[config.mk]
export PLATFORM = sky130hd
export DESIGN_NAME = rcg_update_ctrl
export DESIGN_NICKNAME = d
export VERILOG_FILES = /design/src/rtl/rcg_pkg.sv /design/src/rtl/rcg_stage_bank.sv /design/src/rtl/rcg_update_fsm.sv /design/src/rtl/rcg_active_bank.sv /design/src/rtl/rcg_update_ctrl.sv
export SDC_FILE = /design/constraint.sdc
export NUM_CORES = 1
export LEC_CHECK = 0
export ABC_AREA = 1
export ABC_CLOCK_PERIOD_IN_PS = 3200
export BUFFER_PORTS_ARGS = -buffer_cell sky130_fd_sc_hd__buf_2
export CAP_MARGIN = 40
export CORE_AREA = 2 2 109 111
export DETAILED_ROUTE_END_ITERATION = 7
export DIE_AREA = 0 0 111 113
export PLACE_DENSITY = 0.8
export SETUP_SLACK_MARGIN = 0.2
export SKIP_LAST_GASP = 1
export SYNTH_ARGS = -nofsm -noshare
export SYNTH_HDL_FRONTEND = slang
export SYNTH_SLANG_ARGS = --single-unit
[constraint.sdc]
create_clock -name clk -period 3.2 [get_ports clk]
set_clock_uncertainty 0.2 [all_clocks]
set_input_delay 0.16 -clock clk [delete_from_list [all_inputs] [get_ports clk]]
set_output_delay 0.16 -clock clk [all_outputs]
set_load 0.05 [all_outputs]
[src/rtl/rcg_pkg.sv]
package rcg_pkg;

    localparam int ADDR_W = 5;

    localparam logic [ADDR_W-1:0] OFF_CMD  = 5'h00;
    localparam logic [ADDR_W-1:0] OFF_CFG  = 5'h04;
    localparam int                OFF_MND0 = 8;
    localparam int                NUM_MND  = 3;

    localparam logic [1:0] MODE_DUAL_EDGE = 2'd2;

    typedef enum logic [0:0] {
        ST_IDLE  = 1'b0,
        ST_ARMED = 1'b1
    } upd_state_e;

    typedef struct packed {
        logic [2:0] src;
        logic [4:0] div;
        logic [1:0] mode;
    } root_cfg_t;

endpackage

[src/rtl/rcg_stage_bank.sv]
module rcg_stage_bank
    import rcg_pkg::*;
#(
    parameter int MND_W = 16
) (
    input  logic                           clk,
    input  logic                           rst_n,
    input  logic                           wr_en,
    input  logic [ADDR_W-1:0]              wr_addr,
    input  logic [31:0]                    wr_data,
    input  logic                           apply,
    output root_cfg_t                      stg_cfg,
    output logic [NUM_MND-1:0][MND_W-1:0]  stg_mnd,
    output logic [NUM_MND:0]               dirty
);

    root_cfg_t          cfg_wval;
    logic               cfg_chg;
    logic [NUM_MND-1:0] mnd_chg;
    logic [NUM_MND:0]   chg_vec;
    logic               unused_wbits;

    assign cfg_wval.src  = wr_data[10:8];
    assign cfg_wval.div  = wr_data[4:0];
    assign cfg_wval.mode = wr_data[13:12];
    assign unused_wbits  = ^{wr_data[31:14], wr_data[11], wr_data[7:5]};

    assign cfg_chg = wr_en && (wr_addr == OFF_CFG) && (cfg_wval != stg_cfg);

    always_ff @(posedge clk or negedge rst_n) begin
        if (!rst_n) begin
            stg_cfg <= '0;
        end else if (wr_en && (wr_addr == OFF_CFG)) begin
            stg_cfg <= cfg_wval;
        end
    end

    for (genvar i = 0; i < NUM_MND; i++) begin : g_mnd
        localparam logic [ADDR_W-1:0] MY_ADDR = ADDR_W'(OFF_MND0 + 4 * i);
        logic hit;

        assign hit        = wr_en && (wr_addr == MY_ADDR);
        assign mnd_chg[i] = hit && (wr_data[MND_W-1:0] != stg_mnd[i]);

        always_ff @(posedge clk or negedge rst_n) begin
            if (!rst_n) begin
                stg_mnd[i] <= '0;
            end else if (hit) begin
                stg_mnd[i] <= wr_data[MND_W-1:0];
            end
        end
    end

    assign chg_vec = {mnd_chg, cfg_chg};

    // A change written in the commit cycle stays flagged.
    always_ff @(posedge clk or negedge rst_n) begin
        if (!rst_n) begin
            dirty <= '0;
        end else if (apply) begin
            dirty <= chg_vec;
        end else begin
            dirty <= dirty | chg_vec;
        end
    end


    dirty_clear_chk: assert property (@(posedge clk) disable iff (!rst_n)
        (apply && !wr_en) |=> (dirty == '0));

endmodule

[src/rtl/rcg_update_fsm.sv]
module rcg_update_fsm
    import rcg_pkg::*;
(
    input  logic clk,
    input  logic rst_n,
    input  logic req_set,
    input  logic root_on,
    input  logic safe_sw,
    output logic pending,
    output logic apply
);

    upd_state_e state_q;
    upd_state_e state_d;

    always_ff @(posedge clk or negedge rst_n) begin
        if (!rst_n) begin
            state_q <= ST_IDLE;
        end else begin
            state_q <= state_d;
        end
    end

    always_comb begin
        state_d = state_q;
        unique case (state_q)
            ST_IDLE: begin
                if (req_set) begin
                    state_d = ST_ARMED;
                end
            end
            ST_ARMED: begin
                if ((safe_sw || !root_on) && !req_set) begin
                    state_d = ST_IDLE;
                end
            end
            default: state_d = ST_IDLE;
        endcase
    end

    always_comb begin
        pending = 1'b0;
        apply   = 1'b0;
        unique case (state_q)
            ST_IDLE: begin
                pending = 1'b0;
                apply   = 1'b0;
            end
            ST_ARMED: begin
                pending = 1'b1;
                apply   = safe_sw || !root_on;
            end
            default: begin
                pending = 1'b0;
                apply   = 1'b0;
            end
        endcase
    end


    safe_commit_chk: assert property (@(posedge clk) disable iff (!rst_n)
        (pending && root_on && safe_sw && !req_set) |=> !pending);


    off_commit_chk: assert property (@(posedge clk) disable iff (!rst_n)
        (pending && !root_on && !req_set) |=> !pending);


    hold_armed_chk: assert property (@(posedge clk) disable iff (!rst_n)
        (pending && root_on && !safe_sw) |=> pending);

endmodule

[src/rtl/rcg_active_bank.sv]
module rcg_active_bank
    import rcg_pkg::*;
#(
    parameter int MND_W = 16
) (
    input  logic                           clk,
    input  logic                           rst_n,
    input  logic                           apply,
    input  root_cfg_t                      stg_cfg,
    input  logic [NUM_MND-1:0][MND_W-1:0]  stg_mnd,
    output root_cfg_t                      act_cfg,
    output logic [NUM_MND-1:0][MND_W-1:0]  act_mnd,
    output logic                           mnd_on
);

    always_ff @(posedge clk or negedge rst_n) begin
        if (!rst_n) begin
            act_cfg <= '0;
            act_mnd <= '0;
        end else if (apply) begin
            act_cfg <= stg_cfg;
            act_mnd <= stg_mnd;
        end
    end

    assign mnd_on = (act_cfg.mode == MODE_DUAL_EDGE);


    active_hold_chk: assert property (@(posedge clk) disable iff (!rst_n)
        !apply |=> ($stable(act_cfg) && $stable(act_mnd)));

endmodule

[src/rtl/rcg_update_ctrl.sv]
module rcg_update_ctrl
    import rcg_pkg::*;
#(
    parameter int MND_W = 16
) (
    input  logic              clk,
    input  logic              rst_n,
    input  logic              wr_en,
    input  logic [4:0]        wr_addr,
    input  logic [31:0]       wr_data,
    input  logic [4:0]        rd_addr,
    output logic [31:0]       rd_data,
    input  logic              hw_root_en,
    input  logic              safe_sw,
    output logic [2:0]        act_src,
    output logic [4:0]        act_div,
    output logic [1:0]        act_mode,
    output logic              act_mnd_on,
    output logic [MND_W-1:0]  act_m,
    output logic [MND_W-1:0]  act_n,
    output logic [MND_W-1:0]  act_d,
    output logic              upd_pending,
    output logic              root_off
);

    root_cfg_t                      stg_cfg;
    root_cfg_t                      act_cfg;
    logic [NUM_MND-1:0][MND_W-1:0]  stg_mnd;
    logic [NUM_MND-1:0][MND_W-1:0]  act_mnd;
    logic [NUM_MND:0]               dirty;
    logic                           sw_root_en;
    logic                           root_on;
    logic                           cmd_wr;
    logic                           req_set;
    logic                           apply;

    assign cmd_wr  = wr_en && (wr_addr == OFF_CMD);
    assign req_set = cmd_wr && wr_data[0];

    always_ff @(posedge clk or negedge rst_n) begin
        if (!rst_n) begin
            sw_root_en <= 1'b0;
        end else if (cmd_wr) begin
            sw_root_en <= wr_data[1];
        end
    end

    assign root_on  = sw_root_en || hw_root_en;
    assign root_off = !root_on;

    rcg_stage_bank #(.MND_W(MND_W)) u_stage (
        .clk     (clk),
        .rst_n   (rst_n),
        .wr_en   (wr_en),
        .wr_addr (wr_addr),
        .wr_data (wr_data),
        .apply   (apply),
        .stg_cfg (stg_cfg),
        .stg_mnd (stg_mnd),
        .dirty   (dirty)
    );

    rcg_update_fsm u_fsm (
        .clk     (clk),
        .rst_n   (rst_n),
        .req_set (req_set),
        .root_on (root_on),
        .safe_sw (safe_sw),
        .pending (upd_pending),
        .apply   (apply)
    );

    rcg_active_bank #(.MND_W(MND_W)) u_active (
        .clk     (clk),
        .rst_n   (rst_n),
        .apply   (apply),
        .stg_cfg (stg_cfg),
        .stg_mnd (stg_mnd),
        .act_cfg (act_cfg),
        .act_mnd (act_mnd),
        .mnd_on  (act_mnd_on)
    );

    assign act_src  = act_cfg.src;
    assign act_div  = act_cfg.div;
    assign act_mode = act_cfg.mode;
    assign act_m    = act_mnd[0];
    assign act_n    = act_mnd[1];
    assign act_d    = act_mnd[2];

    always_comb begin
        rd_data = '0;
        if (rd_addr == OFF_CMD) begin
            rd_data[0]   = upd_pending;
            rd_data[1]   = sw_root_en;
            rd_data[7:4] = dirty;
            rd_data[31]  = root_off;
        end else if (rd_addr == OFF_CFG) begin
            rd_data[4:0]   = stg_cfg.div;
            rd_data[10:8]  = stg_cfg.src;
            rd_data[13:12] = stg_cfg.mode;
        end
        for (int i = 0; i < NUM_MND; i++) begin
            if (rd_addr == 5'(OFF_MND0 + 4 * i)) begin
                rd_data[MND_W-1:0] = stg_mnd[i];
            end
        end
    end

endmodule

# Word-level counts from Yosys, hierarchy flattened
# Index checks and enable logic that the tools add are counted.
[word_totals]
regBits = 122
in_bits = 47
output_inout_bits = 93
elab_cells = 66
[op_classes]
eq_ne = 13
mux = 19
bitwise = 2
n_reduce_logical = 17
[op_table]
columns = ["op", "n"]
rows = [
  ["two-way mux 16 bit", 3],
  ["!= test 16 bit", 3],
  ["== test 5 x 4 -> 1 bit (second input constant)", 4],
  ["logical AND 1 bit", 11],
  ["== test 5 x 3 -> 1 bit (second input constant)", 2],
  ["== test 5 bit (second input constant)", 2],
  ["zero test 5 bit", 2],
  ["!= test 10 bit", 1],
  ["two-way mux 3 bit", 3],
  ["two-way mux 2 bit", 4],
  ["case mux 1 bit (2 select lines)", 3],
  ["two-way mux 5 bit", 1],
  ["two-way mux 1 bit", 4],
  ["two-way mux 4 bit", 1],
  ["bitwise OR 4 bit", 1],
  ["== test 2 bit (second input constant)", 1],
  ["zero test 1 bit", 2],
  ["logical OR 1 bit", 2],
  ["NOT 1 bit", 1],
]

# Longest topological paths before layout
[logic_depth]
word_depth = 7
mapped_depth = 10

# Modules after synthesis
# A second synthesis with hierarchy kept.
[unflattened]
hier_cells = 893
hier_area_um2 = 6416.2
[modules_own_cells]
columns = ["mod", "n_inst", "cells_each", "area_per_inst_um2", "seq_area_each_um2"]
rows = [
  ["rcg_stage_bank", 1, 501, 3384.5, 1551.5],
  ["rcg_active_bank", 1, 248, 2210.9, 1451.4],
  ["rcg_update_ctrl", 1, 138, 768.2, 25.0],
  ["rcg_update_fsm", 1, 6, 52.6, 25.0],
]

# Worst setup path after synthesis
# Ideal clock, no wire load.
[synth_timing]
kind = "input port to output port"
start = "in rd_addr[1]"
end = "out rd_data[31]"
t_arrival_ps = 1601
required_ps = 2840
slack_ps = 1239
path_stages = 4
n_path_buf = 1
cell_sequence = "nor2_1 > buf_4 > nand3_1 > nor3_1"
[synth_between]
elab_chain_len = 2
[synth_rtl]
columns = ["element", "line_no", "source"]
rows = [
  ["start, declared", "rcg_update_ctrl.sv:11", "input logic [4:0] rd_addr,"],
  ["zero test 5 bit", "rcg_update_ctrl.sv:93", "if (rd_addr == OFF_CMD) begin"],
  ["two-way mux 1 bit", "rcg_update_ctrl.sv:93", ""],
  ["end, declared", "rcg_update_ctrl.sv:12", "output logic [31:0] rd_data,"],
]
# No other way between the ends.

# Final worst setup path
[layout_timing]
start = "in rd_addr[1]"
end = "out rd_data[7]"
[layout_between]
elab_chain_len = 5
[layout_rtl]
columns = ["element", "line_no", "source"]
rows = [
  ["zero test 5 bit", "rcg_update_ctrl.sv:93", ""],
  ["two-way mux 3 bit", "rcg_update_ctrl.sv:93", ""],
  ["two-way mux 16 bit (2 in a row)", "rcg_update_ctrl.sv:104", "if (rd_addr == 5'(OFF_MND0 + 4 * i)) begin"],
  ["two-way mux 16 bit *", "rcg_update_ctrl.sv:104", ""],
]
# Mark *: on every way between the ends. The rest lies on a longest branch, timed or not.

==> impl_metrics.env <==
export IMPL_r2r_end="u_active.act_mnd[33]"
export IMPL_antenna_found_initial=0
export IMPL_syn2layout_area_growth_pct=22.66
export IMPL_rr_startpoint="sw_root_en"
export IMPL_hold_start="wr_en"
export IMPL_grt_setup_unrepaired="no"
export IMPL_place_congestion=0.8546
export IMPL_fmax_mhz=455.7
export IMPL_die_w_um=111
export IMPL_worstMarginPinSlew_ns=0.7616
export IMPL_vias=5537
export IMPL_pre_cts_slack_ns=1.053
export IMPL_start_util_pct=54.13
export IMPL_grt_busiest_layer="met2"
export IMPL_grtUsageTotal_pct=25.85
export IMPL_hold_viol_final=0
export IMPL_cp_start_kind="input port"
export IMPL_cts_tree="built"
export IMPL_clk_path_buf_depth=2
export IMPL_syn_instance_count=808
export IMPL_root_buffer="clkbuf_16"
export IMPL_hpwl_um=10240
export IMPL_grt_start_max_net_pins=119
export IMPL_crit_path_end_kind="output pin"
export IMPL_wl_um=15290
export IMPL_min_path_cells=5
export IMPL_ir_worst_vdd_v=0.0004810
export IMPL_netlist_top_cell_by_area="dfrtp_1"
export IMPL_yosys_warnings=0
export IMPL_slowest_delay_ns=0.50
export IMPL_worstPathCellList="buf_2 -> nor2_1 -> buf_4 -> nand3_2 -> inv_1 -> nand2_1 -> o2111ai_1 -> buf_2"
export IMPL_row_count=39
export IMPL_coreArea_mm2=0.01127
export IMPL_numCtsBuffers=17
export IMPL_fin_nets=979
export IMPL_r2r_slack_ns=1.31
export IMPL_required_ns=2.84
export IMPL_syn_area_mm2=0.006102
export IMPL_p_leak_uw=0.004000
export IMPL_p_per_area_mw_per_mm2=730.9
export IMPL_grt_pass1_vias=5226
export IMPL_wire_per_inst_um=14.05
export IMPL_cpMostUsedCell="buf_2"
export IMPL_grt_pass1_wl_um=25410
export IMPL_cts_resized=0
export IMPL_die_area_mm2=0.01254
export IMPL_ys_ff_latch=122
export IMPL_grtUsageMet3_pct=5.785
export IMPL_die_h_um=113
export IMPL_cts_setup_buffers=0
export IMPL_layout_cells_most_common="nand2_1"
export IMPL_diodes=0
export IMPL_finalSetupTns_ns=0
export IMPL_slew_viol_final=0
export IMPL_synth_avg_cell_area_um2=7.552
export IMPL_h_tree_depth=4
export IMPL_setup_viol_count_final=0
export IMPL_synth_ff_type="dfrtp_1"
export IMPL_drtAntennaViolNets=0
export IMPL_grtUsageMet1_pct=34.66
export IMPL_met2_usage_pct=41.39
export IMPL_critPathKind="input port to output pin"
export IMPL_drc_errors=0
export IMPL_io_pins=140
export IMPL_drtPass1Iterations=5
export IMPL_hold_end="sw_root_en"
export IMPL_yosysUniqueCellTypes=29
export IMPL_synth_edff_count=0
export IMPL_final_cell_area_mm2=0.007485
export IMPL_num_fill_cells=954
export IMPL_clkTransAtPathRegs_ns=0.05
export IMPL_reg2reg_depth=4
export IMPL_slowest_stage="inv_1"
export IMPL_period_minus_slack_ns=2.194
export IMPL_viasPerCell=5.089
export IMPL_hp_class="input port to register"
export IMPL_max_cap_viol_count=0
export IMPL_setup_ws_ns=1.006
export IMPL_synth_top_area_share_pct=50.03
export IMPL_synthArstFlopShare_pct=100.0
export IMPL_drtIter0Drc=394
export IMPL_final_cell_mix="342 x nand2_1, 122 x dfrtp_1, 117 x o21ai_0"
export IMPL_relSlewSlack_pct=49.08
export IMPL_finalCritPeriodShare_pct=68.57
export IMPL_drive_above_1_share_pct=16.61
export IMPL_clock_sinks=122
export IMPL_ys_seq_area_share_pct=50.03
export IMPL_placedInstanceArea_mm2=0.006666
export IMPL_ys_top_cells_by_area="dfrtp_1 50%, nand2_1 21%, o21ai_0 9.6%"
export IMPL_clkLatencyLatePin_ns=0.42
export IMPL_critPathArrivalTime_ns=1.83
export IMPL_cp_max_fo=13
export IMPL_io_buffer_count=108
export IMPL_status="finished clean"
export IMPL_grt_ovfl_total=0
[final cells by class]
type,count,area [um2],share of cell area (%)
clock buffer,25,495.5,6.620
clock inverter,7,112.6,1.505
inverter,84,315.3,4.213
multi-input combinational,571,2491,33.28
sequential,122,3053,40.79
tap,143,178.9,2.391
timing repair buffer,136,838.3,11.20
[logic make-up after synthesis]
family / synth area share (%)
buffers and inverters: 10.01
and+or+nand+nor: 27.05
other: 0.06145
xor gates and xnor gates: 0.4307
AOI/OAI and AO/OA: 12.43
DFF: 50.03
[critical path, delay by kind of cell]
family	cells	cell delay [ns]
AO/OA/AOI/OAI	1	0.15
buffers and inverters	4	1.10
AND/OR/NAND/NOR	3	0.41
[power by group]
| group | internal (uW) | leakage [uW] | switching, uW |
|---|---|---|---|
| clock | 1300 | 0.000297 | 657 |
| combinational | 365 | 0.00217 | 1090 |
| sequential | 1850 | 0.00153 | 200 |
[layer usage]
| metal | share of wire [%] | up-vias |
|---|---|---|
| met1 | 44 | 2557 |
| met5 | 0 | - |
| met4 | 2.3 | 0 |
| li1 | - | 2752 |
| met2 | 47 | 200 |
| met3 | 6.1 | 28 |
[worst max-delay path by stage]
stage,from,endpoint,slack (ns),cells past startpoint
finish,rd_addr[1],rd_data[7],1.01,8
global route,rd_addr[1],rd_data[2],0.94,8
CTS,rd_addr[1],rd_data[7],1.04,8
detailed placement,rd_addr[1],rd_data[12],1.05,9
global placement,rd_addr[1],rd_data[13],1.09,9
floorplan,rd_addr[1],rd_data[31],1.24,4
[Yosys cell counts (4+ instances only)]
cell type / instances
nand2_1: 342
dfrtp_1: 122
o21ai_0: 117
inv_1: 83
nor2_1: 45
buf_2: 17
buf_4: 17
nand3_1: 10
o2111ai_1: 10
nand4_1: 6
clkbuf_2: 5
nor2_2: 4
o21ai_2: 4
[flip-flops by register name (all words and copies together), names as in the netlist]
register          flops
u_active.act_mnd     48
u_stage.stg_mnd      48
u_active.act_cfg     10
u_stage.stg_cfg      10
u_stage.dirty         4
sw_root_en            1
u_fsm.state_q         1
[stage by stage]
| stage | total power (uW) | hold WS, ns | util (%) | cells |
|---|---|---|---|---|
| after CTS | 5495 | 0.01640 | 66.40 | 1088 |
| after global placement | 3474 | 0.06311 | 58.90 | 1034 |
| after detailed placement | 3508 | 0.06005 | 59.14 | 1035 |
| after floorplan | 3140 | -0.3356 | - | 822 |
| final | 5471 | 0.02622 | 66.40 | 1088 |
| after global routing | 5770 | 0.04505 | 66.40 | 1088 |
[timing repair]
item,CTS,global route
hold buffers,21,0
endpoints found under the hold margin,108,0
setup endpoints to repair,0,0
No activity file was read; power rests on OpenSTA's default activity.
